[src/rtl/irq_agg_pkg.sv]
package irq_agg_pkg;
  localparam int unsigned REG_W = 32;

  typedef enum logic [1:0] {
    SEL_NONE = 2'd0,
    SEL_STAT = 2'd1,
    SEL_PEND = 2'd2,
    SEL_EN   = 2'd3
  } reg_sel_e;
endpackage

[src/rtl/irq_agg_decode.sv]
module irq_agg_decode
  import irq_agg_pkg::*;
#(
  parameter int unsigned     ADDR_W   = 20,
  parameter logic [ADDR_W-1:0] STAT_OFS = 20'h80000,
  parameter logic [ADDR_W-1:0] PEND_OFS = 20'h80004,
  parameter logic [ADDR_W-1:0] EN_OFS   = 20'h80008
) (
  input  logic [ADDR_W-1:0] addr_i,
  output reg_sel_e          sel_o
);
  always_comb begin
    if (addr_i == STAT_OFS)      sel_o = SEL_STAT;
    else if (addr_i == PEND_OFS) sel_o = SEL_PEND;
    else if (addr_i == EN_OFS)   sel_o = SEL_EN;
    else                         sel_o = SEL_NONE;
  end
endmodule

[src/rtl/irq_agg_status.sv]
module irq_agg_status #(
  parameter int unsigned NUM_CH = 32
) (
  input  logic              clk,
  input  logic              rst,
  input  logic [NUM_CH-1:0] done_i,
  input  logic [NUM_CH-1:0] clr_i,
  output logic [NUM_CH-1:0] st_q
);
  for (genvar g = 0; g < NUM_CH; g++) begin : g_bit
    always_ff @(posedge clk) begin
      if (rst)            st_q[g] <= 1'b0;
      else if (done_i[g]) st_q[g] <= 1'b1;
      else if (clr_i[g])  st_q[g] <= 1'b0;
    end
  end

  AST_STAT_RESET: assert property (@(posedge clk) rst |=> (st_q == '0));
  AST_DONE_SETS: assert property (@(posedge clk) disable iff (rst)
    (|done_i) |=> ((st_q & $past(done_i)) == $past(done_i)));
  AST_CLR_CLEARS: assert property (@(posedge clk) disable iff (rst)
    (|(clr_i & ~done_i)) |=> ((st_q & $past(clr_i & ~done_i)) == '0));
  AST_COLLIDE_KEEPS: assert property (@(posedge clk) disable iff (rst)
    (|(clr_i & done_i)) |=> ((st_q & $past(clr_i & done_i)) == $past(clr_i & done_i)));
  AST_STAT_HOLD: assert property (@(posedge clk) disable iff (rst)
    ((done_i == '0) && (clr_i == '0)) |=> $stable(st_q));
endmodule

[src/rtl/irq_agg_enable.sv]
module irq_agg_enable #(
  parameter int unsigned NUM_CH = 32
) (
  input  logic              clk,
  input  logic              rst,
  input  logic              wr_i,
  input  logic [NUM_CH-1:0] wdata_i,
  output logic [NUM_CH-1:0] en_q
);
  always_ff @(posedge clk) begin
    if (rst)       en_q <= '0;
    else if (wr_i) en_q <= wdata_i;
  end

  AST_EN_RESET: assert property (@(posedge clk) rst |=> (en_q == '0));
  AST_EN_HOLD: assert property (@(posedge clk) disable iff (rst)
    !wr_i |=> $stable(en_q));
endmodule

[src/rtl/irq_agg_readback.sv]
module irq_agg_readback
  import irq_agg_pkg::*;
#(
  parameter int unsigned NUM_CH = 32
) (
  input  logic              clk,
  input  logic              rst,
  input  logic              rd_i,
  input  reg_sel_e          sel_i,
  input  logic [NUM_CH-1:0] stat_i,
  input  logic [NUM_CH-1:0] pend_i,
  input  logic [NUM_CH-1:0] en_i,
  output logic [REG_W-1:0]  rdata_q
);
  logic [REG_W-1:0] rd_next;

  always_comb begin
    rd_next = '0;
    if (rd_i) begin
      unique case (sel_i)
        SEL_STAT: rd_next[NUM_CH-1:0] = stat_i;
        SEL_PEND: rd_next[NUM_CH-1:0] = pend_i;
        SEL_EN:   rd_next[NUM_CH-1:0] = en_i;
        default:  rd_next = '0;
      endcase
    end
  end

  always_ff @(posedge clk) begin
    if (rst) rdata_q <= '0;
    else     rdata_q <= rd_next;
  end

  AST_RDATA_IDLE: assert property (@(posedge clk) disable iff (rst)
    !rd_i |=> (rdata_q == '0));
endmodule

[src/rtl/dma_irq_agg.sv]
module dma_irq_agg
  import irq_agg_pkg::*;
#(
  parameter int unsigned       NUM_CH   = 32,
  parameter int unsigned       ADDR_W   = 20,
  parameter logic [ADDR_W-1:0] STAT_OFS = 20'h80000,
  parameter logic [ADDR_W-1:0] PEND_OFS = 20'h80004,
  parameter logic [ADDR_W-1:0] EN_OFS   = 20'h80008
) (
  input  logic              clk,
  input  logic              rst,
  input  logic [NUM_CH-1:0] done_i,
  input  logic [ADDR_W-1:0] reg_addr,
  input  logic              reg_wr,
  input  logic              reg_rd,
  input  logic [31:0]       reg_wdata,
  output logic [31:0]       reg_rdata,
  output logic              irq_o
);
  reg_sel_e          sel;
  logic [NUM_CH-1:0] stat_w;
  logic [NUM_CH-1:0] en_w;
  logic [NUM_CH-1:0] pend_w;
  logic [NUM_CH-1:0] clr_w;
  logic              en_wr;
  logic              irq_q;

  irq_agg_decode #(
    .ADDR_W(ADDR_W), .STAT_OFS(STAT_OFS), .PEND_OFS(PEND_OFS), .EN_OFS(EN_OFS)
  ) u_dec (
    .addr_i(reg_addr),
    .sel_o (sel)
  );

  assign clr_w = (reg_wr && sel == SEL_STAT) ? reg_wdata[NUM_CH-1:0] : '0;
  assign en_wr = reg_wr && (sel == SEL_EN);

  irq_agg_status #(.NUM_CH(NUM_CH)) u_stat (
    .clk   (clk),
    .rst   (rst),
    .done_i(done_i),
    .clr_i (clr_w),
    .st_q  (stat_w)
  );

  irq_agg_enable #(.NUM_CH(NUM_CH)) u_en (
    .clk    (clk),
    .rst    (rst),
    .wr_i   (en_wr),
    .wdata_i(reg_wdata[NUM_CH-1:0]),
    .en_q   (en_w)
  );

  assign pend_w = stat_w & en_w;

  irq_agg_readback #(.NUM_CH(NUM_CH)) u_rb (
    .clk    (clk),
    .rst    (rst),
    .rd_i   (reg_rd),
    .sel_i  (sel),
    .stat_i (stat_w),
    .pend_i (pend_w),
    .en_i   (en_w),
    .rdata_q(reg_rdata)
  );

  always_ff @(posedge clk) begin
    if (rst) irq_q <= 1'b0;
    else     irq_q <= |pend_w;
  end
  assign irq_o = irq_q;

  AST_IRQ_RESET: assert property (@(posedge clk) rst |=> !irq_o);
  AST_IRQ_RISE: assert property (@(posedge clk) disable iff (rst)
    (|(stat_w & en_w)) |=> irq_o);
  AST_IRQ_FALL: assert property (@(posedge clk) disable iff (rst)
    ((stat_w & en_w) == '0) |=> !irq_o);
  AST_EN_TAKES: assert property (@(posedge clk) disable iff (rst)
    (reg_wr && reg_addr == EN_OFS) |=> (en_w == $past(reg_wdata[NUM_CH-1:0])));
  AST_PEND_WR_IGNORED: assert property (@(posedge clk) disable iff (rst)
    (reg_wr && reg_addr == PEND_OFS && done_i == '0) |=> ($stable(stat_w) && $stable(en_w)));
  AST_MASK_KEEPS: assert property (@(posedge clk) disable iff (rst)
    (reg_wr && reg_addr == EN_OFS && reg_wdata == '0) |=> ((stat_w & $past(stat_w)) == $past(stat_w)));
endmodule

[config.mk]
export PLATFORM = sky130hd
export DESIGN_NAME = dma_irq_agg
export DESIGN_NICKNAME = d
export VERILOG_FILES = /design/src/rtl/irq_agg_pkg.sv /design/src/rtl/irq_agg_decode.sv /design/src/rtl/irq_agg_status.sv /design/src/rtl/irq_agg_enable.sv /design/src/rtl/irq_agg_readback.sv /design/src/rtl/dma_irq_agg.sv
export SDC_FILE = /design/constraint.sdc
export NUM_CORES = 1
export LEC_CHECK = 0
export ABC_AREA = 1
export BUFFER_PORTS_ARGS = -buffer_cell sky130_fd_sc_hd__buf_2
export CORE_MARGIN = 4
export CORE_UTILIZATION = 50
export DETAILED_ROUTE_END_ITERATION = 8
export PLACE_DENSITY = 0.77
export SLEW_MARGIN = 40
export SYNTH_ARGS = -nofsm -noshare
export SYNTH_HDL_FRONTEND = slang
export SYNTH_SLANG_ARGS = --single-unit
export TNS_END_PERCENT = 30
[constraint.sdc]
create_clock -name clk -period 2 [get_ports clk]
set_clock_uncertainty 0.05 [all_clocks]
set_input_delay 0.2 -clock clk [delete_from_list [all_inputs] [get_ports clk]]
set_output_delay 0.2 -clock clk [all_outputs]
set_load 0.05 [all_outputs]
* After elaboration in Yosys (flattened, before gate mapping)
Cells that the tools add are included.
** Storage, ports and cells
- Register bits :: 97
- Bits in latches :: 0
- Bits in writable memories :: 0
- ROM bits :: 0
- Input port bits :: 88
- Output and inout bits :: 33
- Logic and storage cells :: 148
- Memories kept :: 0
** Operators by class
- $add $sub $neg :: 0
- Multipliers :: 0
- Divide/modulo/power cells :: 0
- Magnitude comparators :: 0
- Equal/unequal tests :: 6
- Shift-type cells :: 0
- Muxes and demuxes :: 69
- Bitwise gates (word level) :: 2
- Reductions and logical operators :: 36
** Operators by type and width (count)
- one-hot mux 32 bit (3 select lines) :: 1
- two-way mux 1 bit :: 64
- nonzero test 2 bit :: 32
- == test 20 bit, second input constant :: 3
- AND 32 bit :: 1
- two-way mux 32 bit :: 1
- OR reduction 32 bit :: 1
- two-way mux 2 bit :: 3
- == test 2 bit, second input constant :: 2
- == test 2 x 1 -> 1 bit, second input constant :: 1
- logical AND 1 bit :: 2
- OR reduction 2 bit :: 1
- NOT 1 bit :: 1

* Logic depth before layout (Yosys ltp)
- Word-level depth :: 9
- Gate-level depth with buffers :: 11
- Depth with buffers taken out :: 10

* Cells and area by module
A second synthesis with hierarchy kept.
** Second synthesis, totals
- Cell total of the unflattened synthesis :: 808
- Area, all modules :: 5171.2 um2
** Modules (own cells, without submodules)
- irq_agg_readback :: times used 1, cells each 251, area each 1795.5 um2
- irq_agg_enable :: times used 1, cells each 203, area each 1338.8 um2
- irq_agg_status :: times used 1, cells each 163, area each 1194.9 um2
- dma_irq_agg :: times used 1, cells each 167, area each 748.2 um2
- irq_agg_decode :: times used 1, cells each 24, area each 93.8 um2

* Worst setup path before layout
Ideal clock, no wire load.
- Path type :: input port to flip-flop
- Start :: input port reg_addr[7]
- End :: register u_stat.st_q[0]
- Setup time :: 0.132 ns
- Data arrival time :: 1.119 ns
- Slack :: 0.699 ns
- Cell stages on the path :: 9
- Buffers on the path :: 1
- Path through :: nor2_1 > nand2_1 > nor2_4 > nand2_2 > nor2_8 > buf_4 > nand3_1 > nand2_1 > a21oi_1
** Between the ends
- Word-level cells in the longest chain between the ends :: 8
- Elaborated cells on any way between the ends :: 10
- Those cells by class :: eq/ne (4); mux (4); reduce/logical (2)
** Ends and longest elaborated chain
- start: declaration :: RTL line dma_irq_agg.sv:13 : input logic [ADDR_W-1:0] reg_addr,
- == test 20 bit :: RTL line irq_agg_decode.sv:15 : else if (addr_i == EN_OFS) sel_o = SEL_EN;
- two-way mux 2 bit :: RTL line irq_agg_decode.sv:15
- two-way mux 2 bit :: RTL line irq_agg_decode.sv:14 : else if (addr_i == PEND_OFS) sel_o = SEL_PEND;
- two-way mux 2 bit (*) :: RTL line irq_agg_decode.sv:13 : if (addr_i == STAT_OFS) sel_o = SEL_STAT;
- == test 2 x 1 -> 1 bit (*) :: RTL line dma_irq_agg.sv:35 : assign clr_w = (reg_wr && sel == SEL_STAT) ? reg_wdata[NUM_CH-1:0] : '0;
- logical AND 1 bit (*) :: RTL line dma_irq_agg.sv:35
- two-way mux 32 bit (*) :: RTL line dma_irq_agg.sv:35
- nonzero test 2 bit (no line) (*)
- end signal: indexed assignment :: RTL line irq_agg_status.sv:12 : if (rst) st_q[g] <= 1'b0;
- end signal: indexed assignment :: RTL line irq_agg_status.sv:13 : else if (done_i[g]) st_q[g] <= 1'b1;
- end signal: indexed assignment :: RTL line irq_agg_status.sv:14 : else if (clr_i[g]) st_q[g] <= 1'b0;
- end: declaration :: RTL line irq_agg_status.sv:8 : output logic [NUM_CH-1:0] st_q
Every way passes the cells marked *; elsewhere a longest branch is shown, timed or not.
A chain may end at the register's enable or synchronous reset.

* Worst setup path in the final report
- Start :: input port reg_addr[7]
- End :: register u_rb.rdata_q[28]
** Between the ends
- Word-level cells in the longest chain between the ends :: 6
- Elaborated cells on any way between the ends :: 10
- Those cells by class :: eq/ne (6); mux (4)
** Ends and longest elaborated chain
- == test 20 bit :: RTL line irq_agg_decode.sv:15
- two-way mux 2 bit :: RTL line irq_agg_decode.sv:15
- two-way mux 2 bit :: RTL line irq_agg_decode.sv:14
- two-way mux 2 bit (*) :: RTL line irq_agg_decode.sv:13
- == test 2 bit or == test 2 x 1 -> 1 bit (tied branches) :: RTL line irq_agg_readback.sv:20 : unique case (sel_i)
- one-hot mux 32 bit (3 select lines) (*) :: RTL line irq_agg_readback.sv:20
- end signal: assignment :: RTL line irq_agg_readback.sv:31 : else rdata_q <= rd_next;
- end: declaration :: RTL line irq_agg_readback.sv:13 : output logic [REG_W-1:0] rdata_q
Marked as above.

==> reports/metrics.yaml <==
worst_ep_required_time_ns: 2.25
hold_buffers: 0
grt_pass1_wl_mm: 18.4
p_int_mw: 2.56
cts_resized: 0
grt_setup_unrepaired: "no"
synth_seq_area_share: 0.462
totalNegativeSetupSlack_ns: 0
placement.io_buffers: 120
nets: 827
comb_power_share: 0.061
htree_levels: 3
regArea_um2: 1940
power_mw: 3.42
cts.sinks: 97
cts_root_buffer: "clkbuf_8"
synth_compound_area_frac: 0.0798
yosys-top-cells-area: "dfxtp_1 (46%), nand2_1 (15%), nor2_1 (15%)"
hold_class: "in2reg"
synthMuxAreaShare: 0
switching_share: 0.250
vias: 4256
post-route-util: 0.614
critPathMaxFanout: 15
pre_cts_ws_ns: 0.330
rows: 33
areaGrowthSynthToFinish_pct: 20.0
worstMarginPinSlew_ns: 0.616
p_per_area_nw_per_um2: 678
die_h_um: 99.7
final-hold-violation-count: 0
vdd_drop_max_mv: 0.324
drv_cap: 0
slew_violations: 0
postCtsSetupBuffers: 0
syn-instance-count: 628
cts-buffers-inserted: 9
final_cells: 849
synth_adder_area_share: 0
fin_crit_ns: 1.29
first_global_vias: 4098
relSlewSlack: 0.589
drtIter0Drc: 180
synthXorXnorAreaFrac: 0
max_freq_mhz: 777
ant_nets: 0
coreArea_um2: 8220
die_x_um: 99.7
vias_per_cell: 5.01
ys_ff_latch: 97
seq_power_share: 0.590
dieArea_um2: 9940
p_leak_nw: 2.52
routed_wl_mm: 11.1
firstDrtPassIters: 4
synth-simple-area-share: 0.380
setup_slack_ns: 0.713
antenna_found_initial: 0
synth_top_family_by_area: "simple AND/OR/NAND/NOR gates"
drive_gt1_frac: 0.212
ys_warn_count: 0
fin_crit_sh: 0.643
grt_max_degree: 64
p_sw_mw: 0.853
path_class: "in2reg"
worstPathArrival_ns: 1.54
synth_cell_type_count: 22
worstSkewPairLatency_ns: 0.37
drc_errors: 0
postSynthNetCount: 716
status: "finished, final reports clean"
finalSetupViolCount: 0
end_kind: "register"
grtUsageTotal: 0.226
start_util: 0.511
fillers: 762
place.gp.congestion: 0.836
multiInputGateArea_um2: 1930
clkTransAtPathRegs_ns: 0.10
synth_top_area_frac: 0.462
overflow: 0
placed_cells: 833
dp_hpwl_mm: 7.61
tritoncts: "yes"
wire_per_inst_um: 13.1
clkPwrFrac: 0.349
io_pins: 121
avgSynthCellArea_um2: 6.69
synth_top_cell_by_area: "dfxtp_1"
cts_buffer_depth: 2
synth_area_um2: 4200
diodes: 0
worst_setup_path_start_kind: "primary input"
-- worst max-delay path, stage by stage --
cell and delay [ns]:
buf_2 0.10, nor2_1 0.09, nand2_1 0.10, nor2_4 0.18, nand3b_4 0.12, inv_2 0.24, buf_4 0.22, nand2_1 0.07
nand2_1 0.06, nor2_1 0.04, nor2_1 0.10
-- layer usage --
layer / up-vias / wire length [um] / global-route usage
li1: 2168 / - / -
met1: 1915 / 4690 / 0.288
met2: 155 / 5390 / 0.380
met3: 18 / 844 / 0.0372
met4: 0 / 189 / 0.0882
met5: - / 0 / 0
-- flip-flops by register name, summed over array words and instances, names as in the netlist --
signal        flops
u_rb.rdata_q     32
u_stat.st_q      32
u_en.en_q        32
irq_o             1
-- synthesized netlist by cell type --
cell type and number:
nand4_1 6, buf_1 1, nor2_8 1, nand2_1 171
inv_1 39, nand3b_4 1, o21ai_0 25, dfxtp_1 97
nor2_1 168, inv_2 2, or2_2 1, buf_2 11
nor3_1 2, nand2_2 1, buf_6 3, nor2_4 3
o21ai_1 8, clkbuf_1 12, buf_4 5, a21oi_1 34
nor3_2 1, nand3_1 36
-- power groups by stage --
stage                     combinational (mW)  clock, mW  sequential (mW)
after floorplan                       0.0867          0             2.05
after global routing                   0.235       1.28             2.02
after detailed placement               0.208          0             2.06
after CTS                              0.209       1.21             2.01
after global placement                 0.202          0             2.06
final                                  0.209       1.19             2.01
-- layout make-up --
cell class | instances | share of cell area
Inverter | 41 | 0.0305
Clock buffer | 10 | 0.0273
Clock inverter | 6 | 0.00844
Timing Repair Buffer | 132 | 0.139
Multi-Input combinational cell | 458 | 0.383
Tap cell | 105 | 0.0261
Sequential cell | 97 | 0.385
-- through the flow --
| step | hold slack, ns | cell area (um^2) |
|---|---|---|
| 2_1_floorplan | 0.284 | 4200 |
| 3_3_place_gp | 0.387 | 4860 |
| 4_1_cts | 0.00164 | 5040 |
| 3_5_place_dp | 0.395 | 4860 |
| 6_report | 0.00818 | 5040 |
| 5_1_grt | 0.00616 | 5040 |
-- cells in the final DEF, fill, tap and decap left out --
cell type / instances
a21oi_1: 34
buf_12: 1
buf_2: 120
buf_4: 11
clkbuf_8: 10
clkinv_2: 2
clkinv_4: 1
clkinvlp_4: 2
dfxtp_1: 97
inv_1: 39
inv_2: 2
inv_6: 1
nand2_1: 171
nand2_2: 1
nand3_1: 36
nand3b_4: 1
nand4_1: 6
nor2_1: 168
nor2_4: 3
nor2_8: 1
nor3_1: 2
nor3_2: 1
o21ai_0: 25
o21ai_1: 8
or2_2: 1
-- cells by family (layout without fill, tap and decap cells) --
group	after synthesis	count (layout)
and+or+nand+nor	391	391
DFF	97	97
buffers and inverters	73	189
AOI/OAI and AO/OA	67	67
-- worst paths after layout --
kind,from,to,slack [ns],cells past startpoint
worst max-delay path,reg_addr[7],u_rb.rdata_q[28]$_SDFF_PP0_,0.71,11
worst max register to register,u_en.en_q[8]$_SDFFE_PP0P_,irq_o$_SDFF_PP0_,0.80,6
worst min-delay path,done_i[6],u_stat.st_q[6]$_SDFFE_PP0P_,0.008,3
worst min register to register,u_stat.st_q[29]$_SDFFE_PP0P_,u_stat.st_q[29]$_SDFFE_PP0P_,0.43,2
Power figures use the tool's default switching activity.
